[config.mk]
export PLATFORM = sky130hd
export DESIGN_NAME = qa_watchdog
export DESIGN_NICKNAME = d
export VERILOG_FILES = /design/src/rtl/qa_wdg_pkg.sv /design/src/rtl/qa_cfg_regs.sv /design/src/rtl/qa_question_gen.sv /design/src/rtl/qa_answer_seq.sv /design/src/rtl/qa_hb_timer.sv /design/src/rtl/qa_err_counter.sv /design/src/rtl/qa_watchdog.sv
export SDC_FILE = /design/constraint.sdc
export NUM_CORES = 1
export LEC_CHECK = 0
export ABC_CLOCK_PERIOD_IN_PS = 12600
export CORE_UTILIZATION = 63
export CTS_BUF_LIST = sky130_fd_sc_hd__clkbuf_16
export DETAILED_ROUTE_END_ITERATION = 16
export GPL_ROUTABILITY_DRIVEN = 0
export GPL_TIMING_DRIVEN = 0
export HOLD_SLACK_MARGIN = 0.05
export MAX_ROUTING_LAYER = met4
export PLACE_DENSITY = 0.85
export SLEW_MARGIN = 20
export SYNTH_ARGS = -nofsm -noshare
export SYNTH_HDL_FRONTEND = slang
export SYNTH_SLANG_ARGS = --single-unit
[constraint.sdc]
create_clock -name clk -period 12.6 [get_ports clk]
set_input_delay 1.26 -clock clk [delete_from_list [all_inputs] [get_ports clk]]
set_output_delay 1.26 -clock clk [all_outputs]
set_load 0.01 [all_outputs]
[src/rtl/qa_wdg_pkg.sv]
package qa_wdg_pkg;

  localparam logic [2:0] ADDR_CFG    = 3'd0;
  localparam logic [2:0] ADDR_PER_LO = 3'd1;
  localparam logic [2:0] ADDR_PER_HI = 3'd2;
  localparam logic [2:0] ADDR_ANS    = 3'd3;
  localparam logic [2:0] ADDR_SYNC   = 3'd4;

  // Expected byte for a given question and answer position.
  function automatic logic [7:0] expected_answer(input logic [3:0] q,
                                                 input logic [1:0] idx);
    expected_answer = {q ^ {idx, idx}, ~q ^ {idx[0], idx[1], idx[1], idx[0]}};
  endfunction

endpackage

[src/rtl/qa_cfg_regs.sv]
module qa_cfg_regs #(
  parameter int HB_W       = 16,
  parameter int ERR_W      = 4,
  parameter int PERIOD_RST = 200
) (
  input  logic             clk,
  input  logic             rst_n,
  input  logic             wr_en,
  input  logic [2:0]       wr_addr,
  input  logic [7:0]       wr_data,
  output logic             cfg_en,
  output logic [ERR_W-1:0] cfg_thr,
  output logic [HB_W-1:0]  cfg_period
);
  import qa_wdg_pkg::*;

  localparam int PW = 16;
  localparam logic [PW-1:0] PER_INIT = PW'(PERIOD_RST);

  logic             en_q, en_d;
  logic [ERR_W-1:0] thr_q, thr_d;
  logic [PW-1:0]    per_q, per_d;
  logic             cfg_hit, lo_hit, hi_hit;

  assign cfg_hit = wr_en && (wr_addr == ADDR_CFG);
  assign lo_hit  = wr_en && (wr_addr == ADDR_PER_LO);
  assign hi_hit  = wr_en && (wr_addr == ADDR_PER_HI);

  always_comb begin
    en_d  = en_q;
    thr_d = thr_q;
    per_d = per_q;
    if (cfg_hit) begin
      en_d  = wr_data[0];
      thr_d = ERR_W'(wr_data[7:4]);
    end
    if (lo_hit) per_d[7:0]  = wr_data;
    if (hi_hit) per_d[15:8] = wr_data;
  end

  always_ff @(posedge clk or negedge rst_n) begin
    if (!rst_n) begin
      en_q  <= 1'b0;
      thr_q <= '0;
      per_q <= PER_INIT;
    end else begin
      if (cfg_hit) begin
        en_q  <= en_d;
        thr_q <= thr_d;
      end
      if (lo_hit || hi_hit) per_q <= per_d;
    end
  end

  assign cfg_en     = en_q;
  assign cfg_thr    = thr_q;
  assign cfg_period = per_q[HB_W-1:0];

endmodule

[src/rtl/qa_question_gen.sv]
module qa_question_gen #(
  parameter int          LFSR_W = 8,
  parameter logic [7:0]  SEED   = 8'hA5
) (
  input  logic       clk,
  input  logic       rst_n,
  input  logic       advance,
  output logic [3:0] question
);
  logic [LFSR_W-1:0] lfsr_q, lfsr_d;
  logic              fb;

  assign fb = lfsr_q[7] ^ lfsr_q[5] ^ lfsr_q[4] ^ lfsr_q[3];

  always_comb begin
    lfsr_d = {lfsr_q[LFSR_W-2:0], fb};
  end

  always_ff @(posedge clk or negedge rst_n) begin
    if (!rst_n)       lfsr_q <= LFSR_W'(SEED);
    else if (advance) lfsr_q <= lfsr_d;
  end

  assign question = lfsr_q[3:0];

endmodule

[src/rtl/qa_answer_seq.sv]
module qa_answer_seq (
  input  logic       clk,
  input  logic       rst_n,
  input  logic       enable,
  input  logic       discard,
  input  logic [3:0] question,
  input  logic       ans_wr,
  input  logic       sync_wr,
  input  logic [7:0] wr_data,
  output logic       set_ok,
  output logic       set_bad
);
  import qa_wdg_pkg::*;

  logic [1:0] cnt_q, cnt_d;
  logic       over_q, over_d;
  logic       bad_q, bad_d;
  logic [7:0] exp_ans, exp_sync;
  logic       upd;

  assign exp_ans  = expected_answer(question, 2'd3 - cnt_q);
  assign exp_sync = expected_answer(question, 2'd0);

  assign set_ok  = sync_wr && !over_q && !bad_q && (cnt_q == 2'd3) &&
                   (wr_data == exp_sync);
  assign set_bad = sync_wr && !set_ok;

  always_comb begin
    cnt_d  = cnt_q;
    over_d = over_q;
    bad_d  = bad_q;
    if (!enable || discard || sync_wr) begin
      cnt_d  = '0;
      over_d = 1'b0;
      bad_d  = 1'b0;
    end else if (ans_wr) begin
      if (cnt_q == 2'd3) begin
        over_d = 1'b1;
      end else begin
        cnt_d = cnt_q + 2'd1;
        if (wr_data != exp_ans) bad_d = 1'b1;
      end
    end
  end

  assign upd = !enable || discard || sync_wr || ans_wr;

  always_ff @(posedge clk or negedge rst_n) begin
    if (!rst_n) begin
      cnt_q  <= '0;
      over_q <= 1'b0;
      bad_q  <= 1'b0;
    end else if (upd) begin
      cnt_q  <= cnt_d;
      over_q <= over_d;
      bad_q  <= bad_d;
    end
  end

endmodule

[src/rtl/qa_hb_timer.sv]
module qa_hb_timer #(
  parameter int HB_W = 16
) (
  input  logic            clk,
  input  logic            rst_n,
  input  logic            enable,
  input  logic            restart,
  input  logic [HB_W-1:0] period,
  output logic            timeout,
  output logic [HB_W-1:0] hb_cnt
);
  logic [HB_W-1:0] hb_q, hb_d;
  logic            at_end;

  assign at_end  = ({1'b0, hb_q} + 1'b1) >= {1'b0, period};
  assign timeout = enable && !restart && at_end;

  always_comb begin
    if (!enable || restart || timeout) hb_d = '0;
    else                               hb_d = hb_q + 1'b1;
  end

  always_ff @(posedge clk or negedge rst_n) begin
    if (!rst_n) hb_q <= '0;
    else        hb_q <= hb_d;
  end

  assign hb_cnt = hb_q;

endmodule

[src/rtl/qa_err_counter.sv]
module qa_err_counter #(
  parameter int ERR_W = 4
) (
  input  logic             clk,
  input  logic             rst_n,
  input  logic             ok_evt,
  input  logic             bad_evt,
  input  logic [ERR_W-1:0] thr,
  output logic [ERR_W-1:0] err_cnt,
  output logic             irq,
  output logic             fault_req
);
  localparam logic [ERR_W-1:0] ERR_MAX = '1;

  logic [ERR_W-1:0] err_q, err_d;
  logic             irq_q, fault_q, fault_d;

  always_comb begin
    err_d = err_q;
    if (bad_evt) begin
      if (err_q >= ERR_MAX - 1'b1) err_d = ERR_MAX;
      else                         err_d = err_q + 2'd2;
    end else if (ok_evt) begin
      if (err_q != '0) err_d = err_q - 1'b1;
    end
    fault_d = fault_q || (err_d > thr);
  end

  always_ff @(posedge clk or negedge rst_n) begin
    if (!rst_n) begin
      err_q   <= '0;
      irq_q   <= 1'b0;
      fault_q <= 1'b0;
    end else begin
      err_q   <= err_d;
      irq_q   <= bad_evt;
      fault_q <= fault_d;
    end
  end

  assign err_cnt   = err_q;
  assign irq       = irq_q;
  assign fault_req = fault_q;

endmodule

[src/rtl/qa_watchdog.sv]
module qa_watchdog #(
  parameter int         HB_W       = 16,
  parameter int         ERR_W      = 4,
  parameter int         PERIOD_RST = 200,
  parameter int         LFSR_W     = 8,
  parameter logic [7:0] SEED       = 8'hA5
) (
  input  logic             clk,
  input  logic             rst_n,
  input  logic             wr_en,
  input  logic [2:0]       wr_addr,
  input  logic [7:0]       wr_data,
  output logic [3:0]       question,
  output logic [ERR_W-1:0] err_cnt,
  output logic             irq,
  output logic             fault_req
);
  import qa_wdg_pkg::*;

  logic             cfg_en;
  logic [ERR_W-1:0] cfg_thr;
  logic [HB_W-1:0]  cfg_period;
  logic [HB_W-1:0]  hb_cnt;
  logic             ans_wr, sync_wr, timeout;
  logic             set_ok, set_bad, bad_evt;

  assign ans_wr  = cfg_en && wr_en && (wr_addr == ADDR_ANS);
  assign sync_wr = cfg_en && wr_en && (wr_addr == ADDR_SYNC);
  assign bad_evt = set_bad || timeout;

  qa_cfg_regs #(.HB_W(HB_W), .ERR_W(ERR_W), .PERIOD_RST(PERIOD_RST)) i_cfg (
    .clk(clk), .rst_n(rst_n), .wr_en(wr_en), .wr_addr(wr_addr),
    .wr_data(wr_data), .cfg_en(cfg_en), .cfg_thr(cfg_thr),
    .cfg_period(cfg_period)
  );

  qa_question_gen #(.LFSR_W(LFSR_W), .SEED(SEED)) i_qgen (
    .clk(clk), .rst_n(rst_n), .advance(set_ok), .question(question)
  );

  qa_answer_seq i_seq (
    .clk(clk), .rst_n(rst_n), .enable(cfg_en), .discard(timeout),
    .question(question), .ans_wr(ans_wr), .sync_wr(sync_wr),
    .wr_data(wr_data), .set_ok(set_ok), .set_bad(set_bad)
  );

  qa_hb_timer #(.HB_W(HB_W)) i_hb (
    .clk(clk), .rst_n(rst_n), .enable(cfg_en), .restart(sync_wr),
    .period(cfg_period), .timeout(timeout), .hb_cnt(hb_cnt)
  );

  qa_err_counter #(.ERR_W(ERR_W)) i_err (
    .clk(clk), .rst_n(rst_n), .ok_evt(set_ok), .bad_evt(bad_evt),
    .thr(cfg_thr), .err_cnt(err_cnt), .irq(irq), .fault_req(fault_req)
  );

endmodule

==> flow_summary_export.csv, run 1 <==
group,metric,value,unit
run_status,outcome,"completed",
layout,final_net_count,407,
worst_setup_path,path_buf_inv,0,
worst_setup_path,reg2reg_slack,7.86,ns
pwr,power,545,uW
placement,dp_hpwl,4.92,mm
cts,cts_tree,"yes",
layout,drive_above_1_share,12.0,%
pwr,ir_worst_vdd,0.103,mV
placement,pre_cts_ws,7.85,ns
floorplan,die_area,5530,sq um
floorplan,std_cell_rows,25,
detailed_routing,wire_per_inst,15.6,um
grt,grt_use_total,27.7,%
timing,final.min_clock_period,4.74,ns
worst_hold_path,hp-start,"i_err.fault_req",
worst_setup_path,cp-end-kind,"flip-flop",
synthesis,synth_seq_cells,55,
worst_setup_path,critPathRequiredTime,12.78,ns
synthesis,synth_cells,336,
cts,clkSinkCount,55,
grt,antenna_found_initial,1,
timing,tns,0,ns
synthesis,synth_edf_count,0,
floorplan,fp.dieW,74.3,um
layout,area_delta_synth_final,15.3,%
timing,rsz0062_at_grt,"false",
cts,cts_resized,0,
synthesis,synthTopCellsByArea,"dfrtp_1, ha_1, dfstp_2",
cts,cts_made_buffers,5,
cts,post-cts-setup-buffer-count,0,
synthesis,yosysWarningCount,0,
detailed_routing,num_vias,2477,
floorplan,design.core.area,4880,sq um
worst_setup_path,crit_arrival,4.92,ns
worst_hold_path,min_path_type,"flip-flop to flip-flop",
cts,clock_latency,0.29,ns
cts,clk_pin_slew,0.07,ns
grt,grt_first_pass_wirelength,11.0,mm
timing,fin_hold_ws,0.477,ns
worst_setup_path,critPathKind,"flip-flop to flip-flop",
timing,setup_violations,0,
synthesis,syn-cell-area,3300,sq um
timing,worst_pin_slew,0.674,ns
worst_setup_path,crit_path_top_delay_cell,"or3b_2",
cts,clockBufferDepth,2,
worst_setup_path,startpoint_type,"flip-flop",
worst_setup_path,path_cells,"nand4_1 -> or3b_2 -> nor3_1 -> xor2_1 -> ha_1 -> nand3_1 -> nor4_1 -> a221oi_1 -> a21oi_1 -> a311oi_4 -> mux2_4 -> ha_1 -> nor2b_1 -> o21ai_0 -> nand2b_1 -> a21oi_1 -> a41oi_1 -> or2_2",
worst_setup_path,slowest_delay,0.57,ns
detailed_routing,drt-total-wl,6.81,mm
layout,stdcell_area,3800,sq um
synthesis,synthDominantCellAreaShare,36.4,%
layout,most-common-layout-cells,"dfrtp_1, nand2_1, inv_1",
detailed_routing,vias_per_cell,5.68,
timing,hold_violations,0,
pwr,power.density,143,nW/um^2
grt,grt_pass1_vias,2490,
layout,n_fill_cell,347,
detailed_routing,first_pass_iters,4,
timing,drv_slew,0,
timing,min_period_over_period,37.6,%
timing,slew_headroom,55.0,%
timing,fmaxAchievable,211,MHz
synthesis,yosys.area.top_type,"dfrtp_1",
floorplan,initial_utilization,67.6,%
cts,hold_buffers,0,
synthesis,ys_types,51,
cts,cts_root_buf,"clkbuf_16",
synthesis,synth-main-ff-cell,"dfrtp_1",
pwr,cellLeakagePower,0.00178,uW
synthesis,ys_async_sr_fraction,100,%
detailed_routing,drt_iter0_markers,65,
worst_setup_path,cpLargestDelayFamily,"simple AND/OR/NAND/NOR gates",
layout,layout_commonest_cell,"dfrtp_1",
placement,post_dp_cell_area,3610,sq um
synthesis,synth_fp_nets,377,
timing,layout_setup_ws,7.86,ns
placement,port_buffers,23,
worst_setup_path,cp_max_fo,6,
detailed_routing,ant_nets,0,
synthesis,syn_area_per_cell,9.81,sq um
synthesis,ys_seq_area_share,42.0,%
worst_setup_path,r2r_start,"i_hb.hb_cnt[4]",
grt,grt_max_degree,56,
floorplan,ios,24,
grt,overflow,0,
flow_run,maxCapViolations,0,
worst_setup_path,startpoint,"i_hb.hb_cnt[4]",
detailed_routing,drc,0,
timing,final.setup_skew,0.00693,ns
cts,h-tree-depth,2,
floorplan,die_h,74.3,um
-- flip-flops by register name, summed over array words and instances (netlist names) --
name	count
i_cfg.cfg_thr	4
i_qgen.lfsr_q	8
i_err.fault_req	1
i_hb.hb_cnt	16
i_seq.over_q	1
i_err.irq	1
i_err.err_cnt	4
i_seq.cnt_q	2
i_seq.bad_q	1
i_cfg.cfg_en	1
i_cfg.cfg_period	16
-- area by class of cell --
cell class	count	area (sq um)	share of cell area, %
Clock buffer	5	125	3.29
Clock inverter	3	63.8	1.68
Multi-Input combinational cell	242	1750	45.9
Sequential cell	55	1390	36.4
Antenna cell	2	5.00	0.132
Inverter	27	101	2.67
Timing Repair Buffer	23	228	5.99
Buffer	12	63.8	1.68
Tap cell	67	83.8	2.20
-- worst register-to-register path, cell delays in order (launching register included) --
cell and delay, ns:
dfrtp_1 0.43, nand4_1 0.25, or3b_2 0.57, nor3_1 0.24, xor2_1 0.25, ha_1 0.29
nand3_1 0.13, nor4_1 0.08, a221oi_1 0.33, a21oi_1 0.17, a311oi_4 0.42, mux2_4 0.36
ha_1 0.28, nor2b_1 0.13, o21ai_0 0.16, nand2b_1 0.08, a21oi_1 0.15, a41oi_1 0.05
or2_2 0.28
-- through the flow --
stage          utilization, %  instances
3_5_place_dp             73.9        426
2_1_floorplan               -        336
6_report                 77.9        436
3_3_place_gp             74.0        426
4_1_cts                  77.8        434
5_1_grt                  77.9        436
-- per-layer routing --
layer	vias to the layer above	global-route usage (%)	share of wire, %
li1	1218	-	-
met1	1210	31.2	44
met2	40	50.3	52
met3	9	5.42	2.8
met4	0	7.13	1.1
met5	-	-	0
-- cells by family after synthesis --
group / Yosys count / share of synthesized area [%]
simple gates: 117 / 20.2
compound gates: 59 / 11.0
flops: 55 / 42.0
buf+inv: 39 / 5.01
fa+ha+maj: 27 / 10.2
xor+xnor: 23 / 6.11
mux: 16 / 5.43
-- worst paths after layout --
| kind | end | cells past startpoint |
|---|---|---|
| setup reg to reg | i_err.fault_req | 18 |
| setup / recovery | i_err.fault_req | 18 |
| max in group asynchronous | i_seq.bad_q | 1 |
| min in group asynchronous | i_hb.hb_cnt[12] | 1 |
| hold / removal | i_err.fault_req | 1 |
| hold reg to reg | i_err.fault_req | 1 |
-- Yosys cell counts, drive strengths merged, types with 2 or more instances --
library cell,count
a21o,2
a21oi,14
a311oi,2
and3,3
and3b,4
buf,7
clkbuf,5
dfrtp,48
dfstp,7
ha,27
inv,27
mux2,12
mux2i,4
nand2,31
nand2b,3
nand3,8
nand4,8
nor2,18
nor2b,19
nor3,7
nor3b,6
nor4,3
o211ai,2
o21ai,27
o22ai,2
o31ai,2
xnor2,15
xor2,8
-- report_power, final --
group	total [uW]	leakage, uW	internal (uW)	switching [uW]
Sequential	221	0.000695	201	20.6
Clock	175	0.0000952	113	61.7
Combinational	149	0.000991	65.7	83.1
Power figures use the tool's default switching activity.
==> run 2: changes to the inputs <==
Settings changed: ABC_CLOCK_PERIOD_IN_PS 12600 to 4700, CORE_UTILIZATION 63 to 59, PLACE_DENSITY 0.85 to 0.8.
Clock period 12.6 ns to 4.7 ns, I/O delays scaled along.
==> run 2 against run 1 <==
Clock-buffer cell count stayed put; first-iteration DRC count rose by 43%; critical endpoint unchanged; critical path type unchanged; cell area grew 1.8%; sequential share of layout area down 0.60 points; maximum frequency up 7.3%; non-clock buffer count up 5.
==> flow_summary_export.csv, run 2 (synthesis results as in run 1) <==
group,metric,value,unit
worst_setup_path,crit_path_frequent_cell,"ha_1",
placement,pre_cts_ws,0.0353,ns
timing,hold_violations,0,
flow_run,maxCapViolations,0,
worst_setup_path,cp-end-kind,"flip-flop",
grt,overflow,0,
floorplan,fp.dieW,76.8,um
timing,min_period_over_period,94.0,%
timing,final.min_clock_period,4.42,ns
timing,layout_setup_ws,0.280,ns
worst_hold_path,min_path_type,"primary input to async pin",
run_status,outcome,"completed",
timing,tns,0,ns
detailed_routing,vias_per_cell,5.62,
timing,drv_slew,0,
worst_setup_path,critPathRequiredTime,4.88,ns
cts,clock_latency,0.29,ns
timing,final.setup_skew,0.00710,ns
layout,area_delta_synth_final,17.4,%
floorplan,initial_utilization,62.9,%
cts,clk_pin_slew,0.07,ns
placement,dp_hpwl,4.88,mm
worst_setup_path,reg2reg_to,"i_err.fault_req",
detailed_routing,ant_nets,0,
cts,clkSinkCount,55,
grt,antenna_found_initial,0,
grt,grt_first_pass_wirelength,11.4,mm
floorplan,die_area,5890,sq um
detailed_routing,drt_iter0_markers,93,
worst_setup_path,startpoint_type,"flip-flop",
timing,worst_pin_slew,0.665,ns
worst_setup_path,path_cells,"and4_4 -> or3b_4 -> nor3_2 -> xor2_1 -> ha_1 -> nand3_1 -> nor4_1 -> a221oi_2 -> a21oi_2 -> a311oi_4 -> mux2_4 -> ha_1 -> nor2b_1 -> o21ai_0 -> nand2b_1 -> a21oi_1 -> a41oi_1 -> or2_2",
cts,clockBufferDepth,2,
layout,final_util,73.9,%
layout,diodes,0,
cts,hold_buffers,0,
layout,drive_above_1_share,15.1,%
pwr,internal_power,1020,uW
cts,h-tree-depth,2,
grt,grt_max_degree,56,
cts,cts_root_buf,"clkbuf_16",
worst_setup_path,crit_path_top_delay_cell,"dfrtp_1",
pwr,cellLeakagePower,0.00181,uW
worst_setup_path,r2r_start,"i_hb.hb_cnt[3]",
floorplan,design.core.area,5240,sq um
timing,rsz0062_at_grt,"false",
worst_setup_path,crit_arrival,4.60,ns
detailed_routing,drc,0,
worst_setup_path,cpLargestDelayFamily,"simple AND/OR/NAND/NOR gates",
layout,most-common-layout-cells,"dfrtp_1, nand2_1, inv_1",
detailed_routing,drt-total-wl,6.63,mm
worst_setup_path,cp_max_fo,4,
worst_setup_path,path_buf_inv,0,
worst_setup_path,slowest_delay,0.42,ns
placement,port_buffers,23,
cts,cts_made_buffers,5,
detailed_routing,num_vias,2482,
floorplan,std_cell_rows,26,
pwr,ir_worst_vdd,0.290,mV
timing,slew_headroom,55.7,%
layout,final_net_count,412,
layout,layout_commonest_cell,"dfrtp_1",
pwr,combPwrFrac,27.3,%
grt,grt_pass1_vias,2562,
pwr,switching_share,29.9,%
detailed_routing,wire_per_inst,15.0,um
floorplan,die_h,76.8,um
detailed_routing,first_pass_iters,4,
pwr,power.density,376,nW/um^2
pwr,switching_power,435,uW
cts,cts_tree,"yes",
grt,grt_use_total,25.2,%
timing,setup_violations,0,
floorplan,ios,24,
worst_setup_path,critPathKind,"flip-flop to flip-flop",
pwr,p_seq_share,40.7,%
pwr,power_frac_clock,32.1,%
worst_setup_path,reg2reg_slack,0.28,ns
timing,fmaxAchievable,226,MHz
worst_setup_path,r2r_cells,18,
==> run 2: changes by cell type in the layout (fill, tap and decap cells not counted), sizes merged <==
cell	change
diode	-2
buf	+5
==> run 2: metrics by stage <==
step	total power (uW)	cell area [sq um]	cells	hold WS, ns
floorplan	843	3300	336	0.174
global placement	958	3610	429	0.455
detailed placement	985	3610	429	0.459
CTS	1460	3800	437	0.239
global route	1540	3870	442	0.262
finish	1460	3870	442	0.203
==> run 2: worst max path at each step <==
stage                         from              end  cells past startpoint  slack [ns]
global placement    i_hb.hb_cnt[4]  i_err.fault_req                     18        0.14
floorplan           i_hb.hb_cnt[0]  i_err.fault_req                     18        0.51
finish              i_hb.hb_cnt[3]  i_err.fault_req                     18        0.28
global route        i_hb.hb_cnt[0]  i_err.fault_req                     19        0.05
detailed placement  i_hb.hb_cnt[4]  i_err.fault_req                     18        0.04
CTS                 i_hb.hb_cnt[4]  i_err.fault_req                     18        0.01
==> run 2: cell type report <==
| class | instances | area (sq um) |
|---|---|---|
| buffer | 12 | 63.8 |
| clock buffer | 5 | 125 |
| clock inverter | 3 | 63.8 |
| fill | 373 | 1370 |
| inverter | 27 | 101 |
| multi-input combinational | 242 | 1780 |
| sequential | 55 | 1390 |
| tap | 70 | 87.6 |
| timing repair buffer | 28 | 265 |
==> run 2: power groups by stage <==
stage / sequential [uW] / combinational (uW) / clock [uW]
final: 592 / 397 / 467
after global routing: 601 / 448 / 491
after CTS: 591 / 393 / 472
after detailed placement: 599 / 386 / 0
after global placement: 595 / 363 / 0
after floorplan: 596 / 247 / 0
==> run 2: layer usage <==
| layer | vias to the layer above | GRT usage (%) | routed length, um |
|---|---|---|---|
| met5 | - | - | 0 |
| met1 | 1202 | 29.9 | 3030 |
| met2 | 45 | 43.5 | 3300 |
| met3 | 13 | 4.52 | 199 |
| li1 | 1222 | - | - |
| met4 | 0 | 7.88 | 107 |
==> run 2: repair_timing <==
| action | 4_1_cts | 5_1_grt |
|---|---|---|
| endpoints found under the setup margin | 0 | 1 |
| resized for setup | 0 | 8 |
| setup buffers | 0 | 5 |
==> run 3: changes to the inputs <==
Settings changed: GPL_ROUTABILITY_DRIVEN 0 to default, RECOVER_POWER from default to 100.
==> run 3 against run 2 <==
The run now ends with max-capacitance violations, max-slew violations left; global-route usage unchanged; worst hold slack improved by 0.27 ns; power down 0.74%; first-iteration DRC count grew 4.3%; via count rose by 0.16%.
==> flow_summary_export.csv, run 3 (synthesis results as in run 1) <==
group,metric,value,unit
run_status,outcome,"finished with violations",
run_status,violations,"max-capacitance violations, max-slew violations",
floorplan,ios,24,
timing,rsz0062_at_grt,"false",
pwr,cellLeakagePower,0.00179,uW
grt,grt_pass1_vias,2562,
cts,cts_made_buffers,5,
floorplan,die_area,5890,sq um
cts,clkSinkCount,55,
worst_hold_path,whs_path_depth,1,
floorplan,die_h,76.8,um
detailed_routing,ant_nets,0,
timing,final.min_clock_period,4.43,ns
detailed_routing,drt-total-wl,6.63,mm
pwr,ir_worst_vdd,0.285,mV
placement,port_buffers,23,
timing,slew_headroom,-85.8,%
detailed_routing,first_pass_iters,4,
cts,clockBufferDepth,2,
placement,dp_hpwl,4.88,mm
grt,grt_max_degree,56,
floorplan,design.core.area,5240,sq um
cts,cts_root_buf,"clkbuf_16",
worst_setup_path,startpoint_type,"flip-flop",
worst_setup_path,cp-end-kind,"flip-flop",
floorplan,initial_utilization,62.9,%
cts,h-tree-depth,2,
cts,clock_latency,0.29,ns
timing,fmaxAchievable,226,MHz
worst_setup_path,critPathRequiredTime,4.88,ns
grt,grt_use_total,25.2,%
worst_hold_path,min_path_type,"flip-flop to flip-flop",
timing,min_period_over_period,94.3,%
worst_setup_path,critPathKind,"flip-flop to flip-flop",
flow_run,maxCapViolations,1,
worst_setup_path,crit_arrival,4.61,ns
timing,tns,0,ns
grt,antenna_found_initial,0,
cts,cts_tree,"yes",
layout,area_delta_synth_final,16.5,%
layout,final_net_count,412,
floorplan,std_cell_rows,26,
cts,clk_pin_slew,0.07,ns
worst_setup_path,r2r_cells,19,
detailed_routing,wire_per_inst,15.0,um
grt,overflow,0,
timing,drv_slew,56,
floorplan,fp.dieW,76.8,um
timing,hold_violations,0,
worst_setup_path,cp_max_fo,5,
detailed_routing,num_vias,2486,
layout,most-common-layout-cells,"dfrtp_1, nand2_1, inv_1",
pwr,power.density,376,nW/um^2
detailed_routing,drc,0,
timing,worst_pin_slew,2.79,ns
timing,final.setup_skew,0.00343,ns
timing,setup_violations,0,
placement,routabilityCongestion,0.841,
grt,grt_first_pass_wirelength,11.4,mm
layout,drive_above_1_share,12.9,%
layout,layout_commonest_cell,"dfrtp_1",
layout,diodes,0,
detailed_routing,vias_per_cell,5.62,
pwr,power,1440,uW
detailed_routing,drt_iter0_markers,97,
[run 3: worst paths after layout]
check                                      from         endpoint  slack, ns
worst max-delay path             i_hb.hb_cnt[0]  i_err.fault_req       0.27
worst min-delay path            i_err.fault_req  i_err.fault_req       0.48
worst max register to register   i_hb.hb_cnt[0]  i_err.fault_req       0.27
worst min register to register  i_err.fault_req  i_err.fault_req       0.48
max in group asynchronous                 rst_n   i_hb.hb_cnt[0]       1.85
min in group asynchronous                 rst_n  i_err.fault_req       1.06
[run 3: what timing repair did]
action	in CTS	in global routing
buffers inserted	0	5
gates resized for setup	0	8
hold buffers	0	0
setup endpoints to repair	0	1
[run 3: area by class of cell]
cell class                      count  area, sq um
Fill cell                         379         1400
Multi-Input combinational cell    242         1760
Inverter                           27          101
Timing Repair Buffer               28          258
Clock buffer                        5          125
Sequential cell                    55         1390
Tap cell                           70         87.6
Clock inverter                      3         63.8
Buffer                             12         61.3
[run 3: report_power, final]
| part | internal, uW | total, uW | switching [uW] |
|---|---|---|---|
| Sequential | 539 | 591 | 51.8 |
| Combinational | 171 | 387 | 216 |
| Clock | 303 | 467 | 163 |
| Total | 1010 | 1440 | 432 |
[run 3: per-layer routing]
metal	track usage, %	share of wire, %	vias up
met5	-	0	-
met4	7.88	1.8	0
met3	4.52	3.9	14
met2	43.5	50	47
met1	29.9	45	1202
li1	-	-	1223
[run 3: critical path, cell delays in order (launching register included)]
cell and delay [ns]:
dfrtp_2 0.40, ha_1 0.22, nand4_1 0.21, nor3_2 0.20, and3_1 0.19, xor2_1 0.22, ha_1 0.28, a21o_1 0.18
a21o_1 0.18, a221oi_2 0.21, a21oi_1 0.15, a311oi_4 0.40, mux2_4 0.36, ha_1 0.29, nor2b_1 0.13, o21ai_0 0.14
nand2b_1 0.07, a21oi_1 0.15, a41oi_1 0.05, or2_2 0.28
[run 3: metrics by stage]
step	setup WS, ns	cells	cell area (sq um)	util (%)	hold WS, ns
6_report	0.268	442	3840	73.3	0.475
5_1_grt	0.0346	442	3840	73.3	0.489
4_1_cts	0.0121	437	3800	72.6	0.239
3_5_place_dp	0.0353	429	3610	69.0	0.459
3_3_place_gp	0.141	429	3610	69.0	0.455
2_1_floorplan	0.513	336	3300	-	0.174
